`config.mk`:
```
export PLATFORM = sky130hd
export DESIGN_NAME = rdr_cmd_if
export DESIGN_NICKNAME = d
export VERILOG_FILES = /design/src/rtl/rcif_pkg.sv /design/src/rtl/rcif_frontend.sv /design/src/rtl/rcif_regs.sv /design/src/rtl/rcif_seq.sv /design/src/rtl/rdr_cmd_if.sv
export SDC_FILE = /design/constraint.sdc
export NUM_CORES = 1
export LEC_CHECK = 0
export BUFFER_PORTS_ARGS = -buffer_cell sky130_fd_sc_hd__buf_2
export CAP_MARGIN = 25
export CORE_AREA = 2 2 85 87
export DETAILED_ROUTE_END_ITERATION = 10
export DIE_AREA = 0 0 87 89
export PLACE_DENSITY = 0.67
export SYNTH_ARGS = -nofsm -noshare
export SYNTH_HDL_FRONTEND = slang
export SYNTH_SLANG_ARGS = --single-unit
```
`constraint.sdc`:
```
create_clock -name clk -period 1.9 [get_ports clk]
set_clock_uncertainty 0.2 [all_clocks]
set_input_delay 0.475 -clock clk [delete_from_list [all_inputs] [get_ports clk]]
set_output_delay 0.475 -clock clk [all_outputs]
set_load 0.03 [all_outputs]
```
`src/rtl/rcif_pkg.sv`:
```
package rcif_pkg;
  localparam int CMD_W   = 8;
  localparam int SHORT_W = 3;
  localparam int PG_N    = 4;
  localparam int PG_W    = 4;
  localparam int SAMP_W  = 6;
  localparam int NLEN_W  = 4;
  localparam int PH_W    = 6;
  localparam int CNT_W   = $clog2(CMD_W);
  localparam int RCNT_W  = $clog2(CMD_W + 1);
  localparam int CFG_W   = PG_N * PG_W;

  localparam logic [CMD_W-1:0] OP_GET_SAMP  = 8'h02;
  localparam logic [CMD_W-1:0] OP_GET_PHASE = 8'h08;

  typedef enum logic [1:0] {
    ST_IDLE,
    ST_CMD,
    ST_RESP,
    ST_STREAM
  } rcif_state_e;
endpackage

```
`src/rtl/rcif_frontend.sv`:
```
module rcif_frontend (
  input  logic clk,
  input  logic rst_n,
  input  logic sclk,
  input  logic din,
  output logic rst_sync_n,
  output logic sclk_rise,
  output logic start_cond
);
  logic [1:0] rst_pipe;
  logic       sclk_q;
  logic       din_q;

  // reset asserts asynchronously, releases on the clock
  always_ff @(posedge clk or negedge rst_n) begin
    if (!rst_n) rst_pipe <= 2'b00;
    else        rst_pipe <= {rst_pipe[0], 1'b1};
  end
  assign rst_sync_n = rst_pipe[1];

  always_ff @(posedge clk or negedge rst_sync_n) begin
    if (!rst_sync_n) begin
      sclk_q <= 1'b1;
      din_q  <= 1'b1;
    end else begin
      sclk_q <= sclk;
      din_q  <= din;
    end
  end

  assign sclk_rise  = sclk & ~sclk_q;
  assign start_cond = sclk & sclk_q & din & ~din_q;
endmodule

```
`src/rtl/rcif_regs.sv`:
```
module rcif_regs
  import rcif_pkg::*;
(
  input  logic                    clk,
  input  logic                    rst_n,
  input  logic                    page_we,
  input  logic [$clog2(PG_N)-1:0] page_idx,
  input  logic                    samp_we,
  input  logic                    nlen_we,
  input  logic [SAMP_W-1:0]       wr_val,
  output logic [CFG_W-1:0]        cfg,
  output logic [SAMP_W-1:0]       samp_q,
  output logic [NLEN_W-1:0]       nlen_q
);
  localparam logic [PG_W-1:0] PAGE0_RST = PG_W'(1) << (PG_W - 1);

  for (genvar p = 0; p < PG_N; p++) begin : g_page
    localparam logic [PG_W-1:0] RST_VAL = (p == 0) ? PAGE0_RST : '0;
    logic [PG_W-1:0] page_q;
    logic            hit;
    assign hit = page_we && (page_idx == p);
    always_ff @(posedge clk or negedge rst_n) begin
      if (!rst_n)   page_q <= RST_VAL;
      else if (hit) page_q <= wr_val[PG_W-1:0];
    end
    assign cfg[p*PG_W +: PG_W] = page_q;
  end

  always_ff @(posedge clk or negedge rst_n) begin
    if (!rst_n) begin
      samp_q <= '0;
      nlen_q <= '0;
    end else begin
      if (samp_we) samp_q <= wr_val;
      if (nlen_we) nlen_q <= wr_val[NLEN_W-1:0];
    end
  end
endmodule

```
`src/rtl/rcif_seq.sv`:
```
module rcif_seq
  import rcif_pkg::*;
(
  input  logic                    clk,
  input  logic                    rst_n,
  input  logic                    sclk_rise,
  input  logic                    start_cond,
  input  logic                    din,
  input  logic [PH_W-1:0]         phase,
  input  logic                    amp_cmp,
  input  logic                    ant_fail,
  input  logic [CFG_W-1:0]        cfg,
  input  logic [SAMP_W-1:0]       samp_q,
  input  logic [NLEN_W-1:0]       nlen_q,
  output logic                    page_we,
  output logic [$clog2(PG_N)-1:0] page_idx,
  output logic                    samp_we,
  output logic                    nlen_we,
  output logic [SAMP_W-1:0]       wr_val,
  output logic                    dout_q,
  output logic                    rd_q,
  output logic                    wr_q
);
  rcif_state_e       st_q, st_d;
  logic [CNT_W-1:0]  cnt_q, cnt_d;
  logic [CMD_W-2:0]  sh_q, sh_d;
  logic [CMD_W-1:0]  sh_nx;
  logic [CMD_W-1:0]  resp_q, resp_d;
  logic [RCNT_W-1:0] rcnt_q, rcnt_d;
  logic              dout_d, rd_d, wr_d;
  logic [PG_W-1:0]   pg_rd;
  logic [PG_W-1:0]   pg_hi;

  assign sh_nx    = {sh_q, din};
  assign page_idx = sh_nx[PG_W+1:PG_W];
  assign wr_val   = sh_nx[SAMP_W-1:0];
  assign pg_rd    = cfg[int'(sh_nx[1:0])*PG_W +: PG_W];
  assign pg_hi    = sh_nx[1] ? {2'b00, amp_cmp, ant_fail} : nlen_q;

  always_comb begin
    st_d    = st_q;
    cnt_d   = cnt_q;
    sh_d    = sh_q;
    resp_d  = resp_q;
    rcnt_d  = rcnt_q;
    dout_d  = dout_q;
    rd_d    = rd_q;
    wr_d    = wr_q;
    page_we = 1'b0;
    samp_we = 1'b0;
    nlen_we = 1'b0;
    if (start_cond && st_q != ST_STREAM) begin
      st_d   = ST_CMD;
      cnt_d  = '0;
      sh_d   = '0;
      rcnt_d = '0;
      dout_d = 1'b1;
    end else if (sclk_rise) begin
      case (st_q)
        ST_CMD: begin
          sh_d  = sh_nx[CMD_W-2:0];
          cnt_d = cnt_q + 1'b1;
          if (cnt_q == CNT_W'(SHORT_W - 1) && sh_nx[2:1] == 2'b11) begin
            st_d = ST_STREAM;
            rd_d = sh_nx[0];
            wr_d = ~sh_nx[0];
          end else if (cnt_q == CNT_W'(CMD_W - 1)) begin
            st_d = ST_IDLE;
            if (sh_nx[7:6] == 2'b01) begin
              page_we = 1'b1;
            end else if (sh_nx[7:6] == 2'b10) begin
              samp_we = 1'b1;
            end else if (sh_nx[7:4] == 4'b0001) begin
              nlen_we = 1'b1;
              wr_d    = 1'b1;
              st_d    = ST_STREAM;
            end else if (sh_nx == OP_GET_SAMP) begin
              resp_d = {2'b00, samp_q};
              st_d   = ST_RESP;
            end else if (sh_nx == OP_GET_PHASE) begin
              resp_d = {2'b00, phase};
              st_d   = ST_RESP;
            end else if (sh_nx[7:2] == 6'b000001) begin
              resp_d = {pg_hi, pg_rd};
              st_d   = ST_RESP;
            end
          end
        end
        ST_RESP: begin
          if (rcnt_q == RCNT_W'(CMD_W)) begin
            dout_d = 1'b1;
            st_d   = ST_IDLE;
          end else begin
            dout_d = resp_q[CMD_W-1];
            resp_d = {resp_q[CMD_W-2:0], 1'b0};
            rcnt_d = rcnt_q + 1'b1;
          end
        end
        ST_STREAM: begin
          rd_d = 1'b0;
          wr_d = 1'b0;
          st_d = ST_IDLE;
        end
        default: ;
      endcase
    end
  end

  always_ff @(posedge clk or negedge rst_n) begin
    if (!rst_n) begin
      st_q   <= ST_IDLE;
      cnt_q  <= '0;
      sh_q   <= '0;
      resp_q <= '0;
      rcnt_q <= '0;
      dout_q <= 1'b1;
      rd_q   <= 1'b0;
      wr_q   <= 1'b0;
    end else begin
      st_q   <= st_d;
      cnt_q  <= cnt_d;
      sh_q   <= sh_d;
      resp_q <= resp_d;
      rcnt_q <= rcnt_d;
      dout_q <= dout_d;
      rd_q   <= rd_d;
      wr_q   <= wr_d;
    end
  end
endmodule

```
`src/rtl/rdr_cmd_if.sv`:
```
module rdr_cmd_if
  import rcif_pkg::*;
(
  input  logic              clk,
  input  logic              rst_n,
  input  logic              sclk,
  input  logic              din,
  input  logic              rx_data,
  input  logic [PH_W-1:0]   phase,
  input  logic              amp_cmp,
  input  logic              ant_fail,
  output logic              dout,
  output logic              read_mode,
  output logic              write_mode,
  output logic [CFG_W-1:0]  cfg,
  output logic [SAMP_W-1:0] samp_time,
  output logic [NLEN_W-1:0] pulse_len,
  output logic              power_idle,
  output logic              power_off
);
  logic                    rst_sync_n;
  logic                    sclk_rise;
  logic                    start_cond;
  logic                    page_we;
  logic                    samp_we;
  logic                    nlen_we;
  logic [$clog2(PG_N)-1:0] page_idx;
  logic [SAMP_W-1:0]       wr_val;
  logic                    dout_q;

  rcif_frontend u_front (
    .clk        (clk),
    .rst_n      (rst_n),
    .sclk       (sclk),
    .din        (din),
    .rst_sync_n (rst_sync_n),
    .sclk_rise  (sclk_rise),
    .start_cond (start_cond)
  );

  rcif_regs u_regs (
    .clk      (clk),
    .rst_n    (rst_sync_n),
    .page_we  (page_we),
    .page_idx (page_idx),
    .samp_we  (samp_we),
    .nlen_we  (nlen_we),
    .wr_val   (wr_val),
    .cfg      (cfg),
    .samp_q   (samp_time),
    .nlen_q   (pulse_len)
  );

  rcif_seq u_seq (
    .clk        (clk),
    .rst_n      (rst_sync_n),
    .sclk_rise  (sclk_rise),
    .start_cond (start_cond),
    .din        (din),
    .phase      (phase),
    .amp_cmp    (amp_cmp),
    .ant_fail   (ant_fail),
    .cfg        (cfg),
    .samp_q     (samp_time),
    .nlen_q     (pulse_len),
    .page_we    (page_we),
    .page_idx   (page_idx),
    .samp_we    (samp_we),
    .nlen_we    (nlen_we),
    .wr_val     (wr_val),
    .dout_q     (dout_q),
    .rd_q       (read_mode),
    .wr_q       (write_mode)
  );

  assign dout       = read_mode ? rx_data : dout_q;
  assign power_idle = cfg[PG_W+2] & ~cfg[PG_W+3];
  assign power_off  = cfg[PG_W+2] &  cfg[PG_W+3];
endmodule

```
# ---- After elaboration in Yosys (flattened, before gate mapping)
# Cells that the tools add are included.
dict set report word_totals {
  reg_bits 57
  in_bits 13
  elab_cells 150
}
dict set report classes {
  n_addsub 2
  n_eq_ne 32
  n_shift 1
  muxes 67
  n_bitwise 11
  n_reduce_logical 20
}
# cell count
set op_table {}
lappend op_table {{$mux W8} 9}
lappend op_table {{$mux W1} 32}
lappend op_table {{$mux W2} 11}
lappend op_table {{$mux W7} 3}
lappend op_table {{$mux W4} 5}
lappend op_table {{$pmux W8 S2} 1}
lappend op_table {{$shiftx A16 B5 Y4} 1}
lappend op_table {{$eq A2 B2 Y1 const B} 6}
lappend op_table {{$ne A2 B2 Y1 const B} 6}
lappend op_table {{$reduce_and A10 Y1} 1}
lappend op_table {{$reduce_bool A2 Y1} 5}
lappend op_table {{$mux W3} 3}
lappend op_table {{$ne A3 B1 Y1 const B} 3}
lappend op_table {{$eq A8 B2 Y1 const B} 1}
lappend op_table {{$eq A8 B4 Y1 const B} 1}
lappend op_table {{$ne A4 B1 Y1 const B} 2}
lappend op_table {{$reduce_and A4 Y1} 2}
lappend op_table {{$reduce_and A7 Y1} 1}
lappend op_table {{$and A1 B1 Y1} 6}
lappend op_table {{$eq A2 B1 Y1 const B} 3}
lappend op_table {{$eq A6 B1 Y1 const B} 1}
lappend op_table {{$logic_and A1 B1 Y1} 6}
lappend op_table {{$ne A2 B1 Y1 const B} 3}
lappend op_table {{$ne A3 B2 Y1 const B} 2}
lappend op_table {{13 further kinds} 19}

# ---- Longest topological paths before layout
# Gate-level depths: netlist of the first run.
dict set report depth {
  ltp_word 12
  mapped_depth 8
  mapped_depth_nobuf 7
}

# ---- By module
# From an unflattened synthesis of the first run, not the netlist that was laid out.
dict set report unflattened {
  cells_unflattened 280
  area_unflattened_um2 3089.2
}
# module n_inst cells_each area_per_inst_um2 seq_area_each_um2
set modules_own_cells {}
lappend modules_own_cells {rcif_seq 1 213 1950.6 676.9}
lappend modules_own_cells {rcif_regs 1 57 988.4 651.9}
lappend modules_own_cells {rcif_frontend 1 7 122.6 102.6}
lappend modules_own_cells {rdr_cmd_if 1 3 27.5 0.0}

# ---- Worst setup path after synthesis of the first run
# No wires, ideal clock.
dict set report synth_path {
  path_type {reg-to-reg}
  from {register u_seq.st_q[1]}
  to {register u_regs.g_page[1].page_q[0]}
  setup_ps 125
  arrival_ps 2078
  required_ps 1575
  path_slack_ps -503
  stages_incl_launch_ff 9
  cell_sequence {dfrtp_1 inv_1 ha_1 buf_2 nand3b_1 nor3b_2 nand2_1 nor3b_1 mux2_2}
}
dict set report synth_between {
  elab_chain_cells 5
  word_cells_on_any_way 7
}
# item line
set synth_lines {}
lappend synth_lines {{start, declared} rcif_seq.sv:24} ;# rcif_state_e st_q, st_d;
lappend synth_lines {{start signal, assigned} rcif_seq.sv:120} ;# st_q <= st_d;
lappend synth_lines {{$eq A2 B1 Y1} rcif_seq.sv:59} ;# case (st_q)
lappend synth_lines {{$mux W1} rcif_seq.sv:59}
lappend synth_lines {{$mux W1} rcif_seq.sv:58} ;# end else if (sclk_rise) begin
lappend synth_lines {{$mux W1 *} rcif_seq.sv:52} ;# if (start_cond && st_q != ST_STREAM) begin
lappend synth_lines {{$logic_and A1 B1 Y1 *} rcif_regs.sv:21} ;# assign hit = page_we && (page_idx == p);
lappend synth_lines {{end signal, assigned} rcif_regs.sv:24} ;# else if (hit) page_q <= wr_val[PG_W-1:0];
lappend synth_lines {{end, declared} rcif_regs.sv:19} ;# logic [PG_W-1:0] page_q;
# Mark *: on every way between the ends. The rest lies on a longest branch, timed or not.
# A chain may end at the register's enable or synchronous reset.

# ---- Worst setup path after layout of the first run
dict set report layout_path {
  from {register u_seq.cnt_q[1]}
  to {register u_regs.g_page[2].page_q[0]}
}
dict set report layout_between {
  elab_chain_cells 7
  word_cells_on_any_way 9
}
# item line
set layout_lines {}
lappend layout_lines {{start, declared} rcif_seq.sv:25} ;# logic [CNT_W-1:0] cnt_q, cnt_d;
lappend layout_lines {{start signal, assigned} rcif_seq.sv:121} ;# cnt_q <= cnt_d;
lappend layout_lines {{$eq A3 B3 Y1 or $eq A3 B2 Y1 (tied branches)} {rcif_seq.sv:67, rcif_seq.sv:63}}
lappend layout_lines {{$mux W1 or $logic_and A1 B1 Y1 (tied branches)} {rcif_seq.sv:67, rcif_seq.sv:63}}
lappend layout_lines {{$mux W1 *} rcif_seq.sv:63} ;# if (cnt_q == CNT_W'(SHORT_W - 1) && sh_nx[2:1] == 2'b11) begin
lappend layout_lines {{$mux W1 *} rcif_seq.sv:59}
lappend layout_lines {{$mux W1 *} rcif_seq.sv:58}
lappend layout_lines {{$mux W1 *} rcif_seq.sv:52}
lappend layout_lines {{$logic_and A1 B1 Y1 *} rcif_regs.sv:21}
lappend layout_lines {{end signal, assigned} rcif_regs.sv:24}
lappend layout_lines {{end, declared} rcif_regs.sv:19}
# Marked as above.

==> results.md, run 1 <==
Outcome:
- The run finished, with violations left.
- The final reports fail on negative setup slack.

Finish:
- The final core utilization is between 60% and 70%.
- From synthesis to final layout, the design area changed by 38.2%.
- Cells with a size suffix above 1 make up between 40% and 50% of the layout.
- The count of placed standard cells in the final layout, fillers left out is 462.
- 0 antenna diodes ended up in the layout.
- The net count of the finished layout is 398.

STA:
- The number of endpoints with negative hold slack in the final report is 0.
- The final max-slew violation count is 0.
- The share of the cycle needed by the critical path after routing is 113%.
- Setup repair after global routing could not meet its margin everywhere.
- The setup violation total in the final timing report is 33.
- The setup slack after layout is -0.254 ns.
- The setup TNS is -5.33 ns.
- For the finished layout, the period the worst path requires is around 2.2 ns.
- Derived from the worst setup path, the maximum achievable clock frequency is approximately 0.46 GHz.

Critical path:
- The startpoint class of the critical path is a register.
- The critical setup path kind is register to register.
- Data on the critical path arrives at its endpoint at 2.18 ns.
- The library cell contributing the largest single delay on the critical path is sky130_fd_sc_hd__dfrtp_1.
- The largest stage delay on the critical path is between 0.4 and 0.5 ns.
- The most common cell type on the critical path is sky130_fd_sc_hd__nor3b_2.
- The required time of the worst setup path is just under 2 ns.
- The signal on the critical path passes through ha_2, and4b_1, nor3b_2, nand2_2, nor3b_2, buf_4, mux2_4.
- Of all nets on the critical path, the largest fanout is 4.
- Broken down by cell family, the worst path's largest delay share belongs to simple AND/OR/NAND/NOR gates.
- Counting both buffers and inverters, the worst setup path holds a total of 1.
- The endpoint type of the worst setup path is a register.

Logic synthesis:
- For this run, the number of Yosys warnings is 0.
- Sorting the synthesized cells by area gives the leading types as sky130_fd_sc_hd__dfrtp_1 (44%), sky130_fd_sc_hd__mux2_2 (9.0%), sky130_fd_sc_hd__mux2i_1 (5.0%), sky130_fd_sc_hd__dfstp_2 (3.5%), sky130_fd_sc_hd__ha_1 (3.3%).
- The register bit count reported by yosys is 57.
- For this run, asynchronously set or reset flops after synthesis account for 100%.
- The sequential-to-total area share from yosys stat is between 40% and 50%.
- The area share of the largest cell type after synthesis is roughly 44%.
- A synthesized cell averages approximately 11 sq um.
- The number of distinct library cells after synthesis is between 40 and 50.
- The number of nets in the synthesized netlist is 301.
- The post-synthesis instance total is 280.
- The most area-hungry cell type in the Yosys netlist is sky130_fd_sc_hd__dfrtp_1.
- The flip-flop cell with the highest count after synthesis is sky130_fd_sc_hd__dfrtp_1.
- Yosys mapped a number of flops with a built-in enable equal to 0.
- The synthesized netlist occupies a cell area of ~3000 sq um.

Pwr:
- VDD sags by at most ~0.39 mV.
- The power density over the cells is 1020 nW/um^2.
- The leakage power is roughly 2.1 nW.
- The design draws approximately 4.3 mW.

Detailed routing:
- The detailed-route vias per instance is 5.42.
- The residual DRC count is 0.
- Summing over every cut layer, the via total after detailed routing is around 2500.
- Before antenna repair, the detailed router went through 4 iterations.
- The count of nets left with antenna violations once routing finished came out at 0.
- The number of DRC violations after detailed-routing iteration 0 is about 110.
- Dividing the detail-routed wire length by the instance count gives 16.4 microns.
- The routed design has 7590 microns of wire.

Global route:
- The total overflow left after global routing is 0.
- The number of antenna violations at the first check in global routing is 0.
- The first global-routing pass estimated between 10000 and 15000 microns of wire.
- The number of global-route vias before repair is roughly 2400.
- The pin count of the biggest net entering global routing is between 50 and 60.
- The global-route usage over all layers is 20.4%.

Job:
- The max capacitance violation total is 0.

Die:
- The number of I/O pins is 44.
- The initialized floorplan defines 30 standard-cell rows.
- The core region is 6720 sq um.
- The initial utilization of the core area, before any placement, comes to roughly 45%.
- The die is between 80 and 90 microns tall.
- The area of the die is 7740 sq um.
- The horizontal die dimension is 87 microns.

Placed design:
- Port buffering added 43 buffers.
- At the end of routability-driven placement, the weighted congestion stood at between 0.8 and 0.9.
- Counting tap cells, the placed design contains a total of ~440 instances.
- Detailed placement ended at an HPWL of 5270 microns.

Clock tree:
- The clock sink total is 57.
- At the later pin of the worst-skew pair, clock insertion delay measures around 0.34 ns.
- In this run the number of H-tree levels came out at 3.
- Counting the buffers created by CTS gives 9.
- The clock edge transition at the registers on the reported setup and hold paths is about 0.07 ns.
- The buffer levels on the longest clock path is 2.
- The clock tree from TritonCTS is yes.
- The tree is rooted in a sky130_fd_sc_hd__clkbuf_8.

Hold path:
- The worst hold path belongs to the class register to async pin.
-- worst paths after layout --
| path | start | endpoint | slack [ns] | cells after the start |
|---|---|---|---|---|
| setup reg to reg | u_seq.cnt_q[1] | u_regs.g_page[2].page_q[0] | -0.25 | 7 |
| min in group clk | u_front.rst_pipe[0] | u_front.rst_pipe[1] | 0.16 | 0 |
| max in group asynchronous | u_front.rst_pipe[1] | u_seq.dout_q | 1.14 | 1 |
| hold reg to reg | u_front.rst_pipe[1] | u_seq.rcnt_q[0] | 0.06 | 1 |
| setup / recovery | u_seq.cnt_q[1] | u_regs.g_page[2].page_q[0] | -0.25 | 7 |
| hold / removal | u_front.rst_pipe[1] | u_seq.rcnt_q[0] | 0.06 | 1 |
-- cells in the mapped netlist, types with 6 or more instances --
library cell               instances
sky130_fd_sc_hd__nor3_1            6
sky130_fd_sc_hd__inv_1             9
sky130_fd_sc_hd__mux2_2           24
sky130_fd_sc_hd__nand2_1          19
sky130_fd_sc_hd__nor2_1           23
sky130_fd_sc_hd__nor2b_1           6
sky130_fd_sc_hd__dfrtp_1          53
sky130_fd_sc_hd__nand2b_1          6
sky130_fd_sc_hd__nand3_1           6
sky130_fd_sc_hd__a211oi_1          8
sky130_fd_sc_hd__mux2i_1          15
sky130_fd_sc_hd__clkbuf_1         10
sky130_fd_sc_hd__mux2_1            6
sky130_fd_sc_hd__ha_1              8
sky130_fd_sc_hd__o21ai_0          10
sky130_fd_sc_hd__a21oi_1           7
sky130_fd_sc_hd__o22ai_1           6
-- area by class of cell --
cell class / instances / area [sq um]
Inverter: 9 / 33.8
Clock buffer: 9 / 124
Timing Repair Buffer: 101 / 677
Multi-Input combinational cell: 199 / 1670
Tap cell: 80 / 100
Sequential cell: 57 / 1430
Fill cell: 539 / 2560
Clock inverter: 7 / 125
-- repair_timing --
action | CTS | global route
setup endpoints to repair | 34 | 38
setup buffers | 3 | 4
hold buffers | 1 | 0
gates resized for setup | 28 | 12
pin swaps | 8 | 7
endpoints found under the hold margin | 2 | 0
-- cell families (layout without fill, tap and decap cells) --
| kind of cell | count (synthesis) | after routing | synth area share (%) |
|---|---|---|---|
| muxes | 48 | 48 | 17.9 |
| AOI/OAI and AO/OA | 46 | 46 | 10.0 |
| and+or+nand+nor | 92 | 92 | 16.5 |
| xor gates and xnor gates | 4 | 4 | 1.16 |
| buffers and inverters | 24 | 126 | 3.36 |
| other | 1 | 1 | 0.125 |
| adders and majority gates | 8 | 8 | 3.32 |
| DFF | 57 | 57 | 47.5 |
-- cells in the final DEF (no fill, tap or decap), drive strengths merged, types with 4 or more instances in the layout --
cell type  instances
buf              100
dfrtp             53
mux2              32
nor2              23
nand2             19
mux2i             15
o21ai             11
inv               11
clkbuf             9
a211oi             8
ha                 8
a21oi              7
nor2b              6
nand2b             6
o22ai              6
nand3              6
nor3               6
and3               5
nand3b             4
dfstp              4
or3                4
-- report_power, final --
| group | switching, mW | leakage, nW | total (mW) | internal (mW) |
|---|---|---|---|---|
| registers | 0.127 | 0.758 | 1.50 | 1.38 |
| clock network | 0.539 | 0.124 | 1.42 | 0.884 |
| logic | 0.659 | 1.25 | 1.33 | 0.671 |
| total | 1.33 | 2.13 | 4.26 | 2.93 |
-- per-layer routing --
metal  share of wire, %  vias up  GRT usage, %
li1                   -     1201             -
met1                 48     1246          28.9
met2                 48       50          31.0
met3                2.5        9          3.60
met4                1.5        0          8.66
met5                  0        -             0
-- stage by stage --
stage	hold WS, ns	cell area (sq um)	setup WS, ns
after floorplan	-0.0206	3080	-0.357
after global placement	0.0592	3700	-0.376
after detailed placement	0.0601	3700	-0.413
after CTS	0.0826	4080	-0.244
after global routing	0.0959	4160	-0.321
final	0.0560	4160	-0.254
-- registers in the layout, indices dropped and copies added (netlist names) --
name / cells
u_seq.st_q: 2
u_seq.sh_q: 7
u_regs.nlen_q: 4
u_seq.dout_q: 1
u_seq.wr_q: 1
u_front.sclk_q: 1
u_seq.rd_q: 1
u_regs.g_page.page_q: 16
u_front.rst_pipe: 2
u_seq.resp_q: 8
u_seq.rcnt_q: 4
u_seq.cnt_q: 3
u_regs.samp_q: 6
u_front.din_q: 1
Power figures use the tool's default switching activity.
==> run 2: changes to the inputs <==
--- a/config.mk
+++ b/config.mk
@@ -7,10 +7,9 @@
 export LEC_CHECK = 0
 export BUFFER_PORTS_ARGS = -buffer_cell sky130_fd_sc_hd__buf_2
 export CAP_MARGIN = 25
-export CORE_AREA = 2 2 85 87
+export CORE_AREA = 2 2 96 98
 export DETAILED_ROUTE_END_ITERATION = 10
-export DIE_AREA = 0 0 87 89
-export PLACE_DENSITY = 0.67
+export DIE_AREA = 0 0 98 100
 export SYNTH_ARGS = -nofsm -noshare
 export SYNTH_HDL_FRONTEND = slang
 export SYNTH_SLANG_ARGS = --single-unit
==> results.md, run 2 (synthesized netlist as in run 1, its figures left out) <==
Finish:
- The ratio of cells with drive above 1 in the final layout is 47.0%.
- At the end of the flow the core is filled with cells to 47.8%.
- For this run, the post-layout net count is 399.
- The final instance area is roughly 4300 sq um.
- The synthesis-to-layout area growth is 41.2%.
- The register with the most flip-flops in the layout has 16 of them.
- The largest registers in the layout are u_regs.g_page.page_q x16, u_seq.resp_q x8, u_seq.sh_q x7.
- The number of fill cells is 836.
- The antenna diode count is 0.
- The library cells used most frequently in the layout, excluding fill and tap cells, are sky130_fd_sc_hd__dfrtp_1 (52), sky130_fd_sc_hd__buf_4 (49), sky130_fd_sc_hd__buf_2 (42), sky130_fd_sc_hd__nor2_1 (23), sky130_fd_sc_hd__mux2_4 (21).
- The leading cell type in the layout, fill and taps excluded is sky130_fd_sc_hd__dfrtp_1.
- The largest register by flop count is u_regs.g_page.page_q.

Detailed routing:
- The total vias in the final route is ~2500.
- The number of DRC violations after detailed-routing iteration 0 is between 80 and 90.
- The detail route stage leaves a number of antenna-violating nets equal to 0.
- The number of detailed-routing iterations run before antenna repair is 4.
- The residual DRC count is 0.
- The routed design has roughly 7500 microns of wire.
- The post-detailed-route wirelength per cell is between 15 and 20 microns.
- The detailed-route vias per instance is around 5.

Clock tree:
- The clock passes through at most 2 buffers.
- The clock tree from TritonCTS is yes.
- The number of buffers inserted during clock tree synthesis is 9.
- The H-tree was split into 3 levels.
- The clock sink total is 57.
- For the worst-skew pair, the clock arrives at the later sink with an insertion delay of around 0.34 ns.
- After clock tree synthesis, the clock-pin slew on the worst setup and hold paths is 0.07 ns.
- The library cell used as clock root buffer is sky130_fd_sc_hd__clkbuf_8.

Placed design:
- The cell area after placement is around 3700 sq um.
- The count of buffers from port buffering is 43.
- The worst-case setup slack after placement is -0.391 ns.
- Routability-driven placement finished with a final weighted congestion of about 0.84.
- The half-perimeter wire length after placement is 5370 microns.

Die:
- The starting utilization of the core area is roughly 34%.
- The horizontal die dimension is approximately 100 microns.
- The die is 100 microns tall.
- In this run the standard cell core region covers between 8000 and 9000 sq um.
- The floorplan step defined a die boundary enclosing 9800 sq um.
- The site row count is 35.
- The number of I/O pins is 44.

Critical path:
- STA classifies the critical path startpoint as a register.
- The critical setup path kind is register to register.
- The top fanout value on the critical path is 8.
- The signal on the critical path passes through ha_2, ha_4, and3_1, o21ai_1, a2111o_1, buf_6, mux2_4.
- The required time of the worst setup path is ~1.9 ns.
- The largest stage delay on the critical path is approximately 0.42 ns.
- At the worst endpoint, the arrival time is 2.17 ns.
- The library cell contributing the largest single delay on the critical path is sky130_fd_sc_hd__dfrtp_1.
- The endpoint type of the worst setup path is a register.

Global route:
- The number of antenna violations at the first check in global routing was 0.
- The number of global-route vias before repair is 2442.
- For this run, the total global-route usage over all layers was measured as approximately 16%.
- The wire length of the first global-routing pass is about 12000 microns.
- The global-route congestion overflow total is 0.
- The pin count of the biggest net entering global routing is 56.

Pwr:
- The power density over the cells is ~1000 nW/um^2.
- The analysis attributes to cell leakage a power of 2.14 nW.
- Total power for the finished layout comes to 4.25 mW.
- The peak supply drop is about 0.34 mV.

STA:
- Derived from the worst setup path, the maximum achievable clock frequency is ~0.47 GHz.
- Setup repair after global routing could not meet its margin everywhere.
- The number of endpoints with negative hold slack in the final report came to 0.
- The routed design could run at a clock period as short as ~2.1 ns.
- The final max-slew violation count was 0.
- Of the available clock period, the critical path in the final layout requires 113%.
- Setup slack on the critical path of the routed design comes to -0.249 ns.
- The setup violation total in the final timing report is 32.

Hold path:
- In this run the worst hold path is classified as register to async pin.

Job:
- Across the run, the number of max-cap violations was 0.

Outcome:
- The flow ran to the end, but the final reports show violations.
- The final reports fail on negative setup slack.
-- run 2: cell count changes in the layout (fill, tap and decap cells not counted), sizes merged --
cell    change
clkinv      -1
inv         -2
clkbuf      +3
buf         +1
-- run 2: worst paths after layout --
path	cells after the start	to	slack [ns]	startpoint
worst max-delay path	7	u_seq.resp_q[0]	-0.25	u_seq.cnt_q[1]
min in group clk	0	u_front.rst_pipe[1]	0.15	u_front.rst_pipe[0]
worst max register to register	7	u_seq.resp_q[0]	-0.25	u_seq.cnt_q[1]
worst min register to register	1	u_seq.rcnt_q[0]	0.06	u_front.rst_pipe[1]
worst min-delay path	1	u_seq.rcnt_q[0]	0.06	u_front.rst_pipe[1]
max in group asynchronous	2	u_front.rst_pipe[1]	1.15	rst_n
-- run 2: what timing repair did --
| item | in CTS | in global routing |
|---|---|---|
| hold buffers | 1 | 0 |
| pin swaps | 9 | 11 |
| gates cloned | 0 | 0 |
| endpoints found under the hold margin | 2 | 0 |
| endpoints found under the setup margin | 35 | 39 |
| setup buffers | 6 | 3 |
| gates resized for setup | 29 | 24 |
-- run 2: layout make-up --
class,instances,area (sq um),share of cell area (%)
Inverter,9,33.8,0.794
Tap cell,111,139,3.27
Sequential cell,57,1430,33.7
Multi-Input combinational cell,199,1680,39.6
Timing Repair Buffer,102,709,16.7
Clock inverter,4,98.8,2.32
Clock buffer,12,155,3.65
-- run 2: routing by layer --
metal / global-route usage (%) / vias to the layer above / wire length (microns)
met4: 7.80 / 0 / 208
met1: 22.5 / 1191 / 3740
met2: 23.8 / 37 / 3360
met5: 0 / - / 0
met3: 2.86 / 17 / 181
li1: - / 1208 / -
-- run 2: where the power goes --
group	internal (mW)	switching, mW	total (mW)
Sequential	1.38	0.135	1.51
Clock	0.946	0.498	1.44
Combinational	0.658	0.631	1.29
-- run 2: per-stage QoR --
step	std cells	hold WS [ns]	TNS [ns]
6_report	494	0.0611	-5.49
4_1_cts	494	0.0786	-5.47
3_3_place_gp	471	0.0598	-6.64
2_1_floorplan	280	-0.0206	-7.41
3_5_place_dp	471	0.0643	-7.53
5_1_grt	494	0.112	-8.11
-- run 2: worst max-delay path, delay by kind of cell (launching register included) --
family | cells | cell delay, ns
AOI/OAI and AO/OA | 2 | 0.45
DFF | 1 | 0.42
adders and majority gates | 2 | 0.37
muxes | 1 | 0.29
buffers and inverters | 1 | 0.16
and+or+nand+nor | 1 | 0.15
==> run 3: changes to the inputs <==
--- a/config.mk
+++ b/config.mk
@@ -5,11 +5,11 @@
 export SDC_FILE = /design/constraint.sdc
 export NUM_CORES = 1
 export LEC_CHECK = 0
-export BUFFER_PORTS_ARGS = -buffer_cell sky130_fd_sc_hd__buf_2
 export CAP_MARGIN = 25
 export CORE_AREA = 2 2 96 98
 export DETAILED_ROUTE_END_ITERATION = 10
 export DIE_AREA = 0 0 98 100
+export DONT_BUFFER_PORTS = 1
 export SYNTH_ARGS = -nofsm -noshare
 export SYNTH_HDL_FRONTEND = slang
 export SYNTH_SLANG_ARGS = --single-unit
==> results.md, run 3 (synthesized netlist as in run 1, its figures left out) <==
Global route:
- The global-route congestion overflow total is 0.
- In the global route stage, overall resource usage came out at approximately 16%.
- The number of antenna violations at the first check in global routing came to 0.
- For this run, global-route usage on met2 was measured as about a quarter.
- Global routing consumed, on the met3 layer, 4.39% of the routing resources.
- The wire length of the first global-routing pass is 12800 microns.
- After global routing, the most crowded layer is met2.
- The number of global-route vias before repair is between 2000 and 2500.
- Global routing used ~22% of the available met1 tracks.
- The pin count of the biggest net entering global routing is between 50 and 60.

Clock tree:
- Counting the buffers created by CTS gives 9.
- Clock tree synthesis found a total of 57 sinks.
- The longest clock path from root to sink contains 2 buffers.
- The H-tree generated during clock tree synthesis spans 3 levels.
- The library cell used as clock root buffer is sky130_fd_sc_hd__clkbuf_8.
- The clock edge transition at the registers on the reported setup and hold paths is about 0.070 ns.
- TritonCTS built the clock tree.
- Clock latency on the worst-skew pair, taken at its later pin, is 0.34 ns.

Detailed routing:
- In the final routed layout, each cell accounts on average for 16.0 microns.
- The number of DRC violations after detailed-routing iteration 0 is between 100 and 150.
- The detailed router placed about 2400 vias in this run.
- The remaining antenna violation count after routing is 0.
- Before antenna repair, the detailed router went through 5 iterations.
- The detailed-route vias per instance is 5.04.
- The post-detailed-routing wire length is approximately 7600 microns.
- The residual DRC count is 0.

STA:
- The setup slack after layout is -0.239 ns.
- The final max-slew violation count came to 0.
- The number of endpoints with negative hold slack in the final report is 0.
- The tightest hold path in the finished design has a slack of approximately 0.048 ns.
- Adding up every negative setup slack in the final design gives -4.42 ns.
- The time the worst path needs with I/O delays and setup is 2.14 ns.
- Static timing analysis puts the maximum clock frequency at 0.467 GHz.
- The share of the cycle needed by the critical path after routing is 113%.
- Setup repair after global routing could not meet its margin everywhere.
- The setup violation total in the final timing report is 33.

Critical path:
- The capture point of the worst reg-to-reg path is u_seq.resp_q[3].
- The critical setup path kind is register to register.
- The critical path ends at u_seq.resp_q[3].
- The most critical setup path has its startpoint at u_seq.sh_q[4].
- The worst register-to-register path begins at u_seq.sh_q[4].
- STA classifies the critical path startpoint as a register.
- The required time of the worst setup path is between 1.5 and 2 ns.
- The arrival time reported for the critical path endpoint is between 2 and 2.5 ns.
- STA classifies the critical path endpoint as a register.
- The logic depth of the worst register-to-register path is 6.
- Along the worst path, the maximum fanout reaches 8.
- The worst register-to-register path has a setup slack of -0.24 ns.

Die:
- The total area inside the core boundary comes to 8890 sq um.
- The site row count is 35.
- The die covers slightly below 10000 sq um.
- Pin placement for this block handled between 40 and 50 I/O pins.
- Measured along the x axis, the die boundary spans slightly below 100 microns.
- For this configuration, the core starts out at a cell density of around a third.
- From bottom edge to top edge, the die measures approximately 100 microns.

Finish:
- Once layout is complete, the utilization of the core stands at about 47%.
- The net count of the finished layout is 379.
- The final instance area is between 4000 and 5000 sq um.
- The number of antenna diodes in the final layout is 0.
- The flip-flop count of the largest register, all copies and words added is 16.
- After the flow finishes, the layout carries non-filler instances totaling roughly 470.
- Leaving out fill and tap cells, the most frequent cell in the layout is sky130_fd_sc_hd__buf_4.
- In the final layout, the share of cells above drive strength 1 is approximately 44%.
- The layout has between 800 and 900 filler cells.
- The largest register by flop count is u_regs.g_page.page_q.
- From synthesis to final layout, the design area changed by 37.3%.
- The largest registers in the layout are u_regs.g_page.page_q x16, u_seq.resp_q x8, u_seq.sh_q x7.
- In the layout the commonest cells are sky130_fd_sc_hd__buf_4 (72), sky130_fd_sc_hd__dfrtp_1 (52), sky130_fd_sc_hd__nor2_1 (23), sky130_fd_sc_hd__mux2_4 (21), sky130_fd_sc_hd__nand2_1 (16).

Pwr:
- The sequential share of power is 38.7%.
- For this design the ratio of total power to cell area is about 950 nW/um^2.
- VDD sags by at most 0.314 mV.
- The share of total power in combinational logic is between 30% and 40%.
- Of the total power, the share spent switching nets is 32.5%.
- The analysis attributes to net switching a power of roughly 1.3 mW.
- The total power is ~3.9 mW.
- The relative contribution of the clock network to total power is 29.5%.
- The internal power of the cells totals between 2 and 3 mW.
- For this design the static power due to leakage is roughly 2.0 nW.

Placed design:
- The half-perimeter wire length after placement is 5420 microns.
- The count of buffers added on input and output ports is 0.
- The worst-case setup slack after placement is -0.258 ns.
- The cell area after placement is between 3000 and 4000 sq um.
- After detailed placement, the design holds a cell count of 451.
- Routability-driven placement finished with a final weighted congestion of ~0.85.

Outcome:
- The checks that failed: negative setup slack.
- The run finished, with violations left.

Hold path:
- The path class of the tightest hold or removal check is register to async pin.

Job:
- The max capacitance violation total is 0.
run 3: changes by cell type in the layout (fill, tap and decap cells not counted), sizes merged:
cell         before  now
bufinv            3    1
buf             101   79
clkbuf           12   10
dlygate4sd3       1    3
clkinv            1    3
clkinvlp          0    2
run 3: per-layer routing:
| metal | vias to the layer above | part of all wire [%] |
|---|---|---|
| li1 | 1164 | - |
| met1 | 1168 | 46 |
| met2 | 40 | 47 |
| met3 | 15 | 4.8 |
| met4 | 0 | 2.4 |
| met5 | - | 0 |
run 3: power by group through the flow:
stage	sequential [mW]	combinational (mW)	clock, mW
2_1_floorplan	1.52	0.759	0
3_3_place_gp	1.53	1.17	0
3_5_place_dp	1.52	1.19	0
4_1_cts	1.52	1.23	1.20
5_1_grt	1.55	1.40	1.26
6_report	1.53	1.25	1.17
run 3: critical path, cell delays in order (launching register included):
cell                       delay, ns
sky130_fd_sc_hd__dfrtp_1        0.40
sky130_fd_sc_hd__nor4_4         0.30
sky130_fd_sc_hd__and3_4         0.22
sky130_fd_sc_hd__o21ai_2        0.06
sky130_fd_sc_hd__a2111o_1       0.39
sky130_fd_sc_hd__buf_6          0.16
sky130_fd_sc_hd__mux2_4         0.29
run 3: final cells by class:
cell class | count | area, sq um | area share (%)
Clock inverter | 6 | 67.6 | 1.63
Sequential cell | 57 | 1430 | 34.7
Tap cell | 111 | 139 | 3.36
Inverter | 9 | 33.8 | 0.817
Multi-Input combinational cell | 199 | 1670 | 40.3
Timing Repair Buffer | 82 | 658 | 15.9
Clock buffer | 10 | 138 | 3.33
run 3: how the worst min path moves through the flow:
stage | from | end | slack [ns] | cells past startpoint
floorplan | rst_n | u_front.rst_pipe[0] | -0.02 | 0
global placement | rst_n | u_front.rst_pipe[0] | -0.02 | 0
detailed placement | rst_n | u_front.rst_pipe[1] | -0.02 | 0
CTS | din | u_regs.g_page[1].page_q[0] | 0.07 | 1
global route | din | u_regs.g_page[1].page_q[0] | 0.08 | 1
finish | u_front.rst_pipe[1] | u_seq.rcnt_q[0] | 0.05 | 1
run 3: what timing repair did:
item	in CTS	in global routing
hold buffers	3	0
buffers inserted	3	2
pin swaps	8	3
resized for setup	26	20
setup endpoints to repair	35	53
endpoints found under the hold margin	4	0
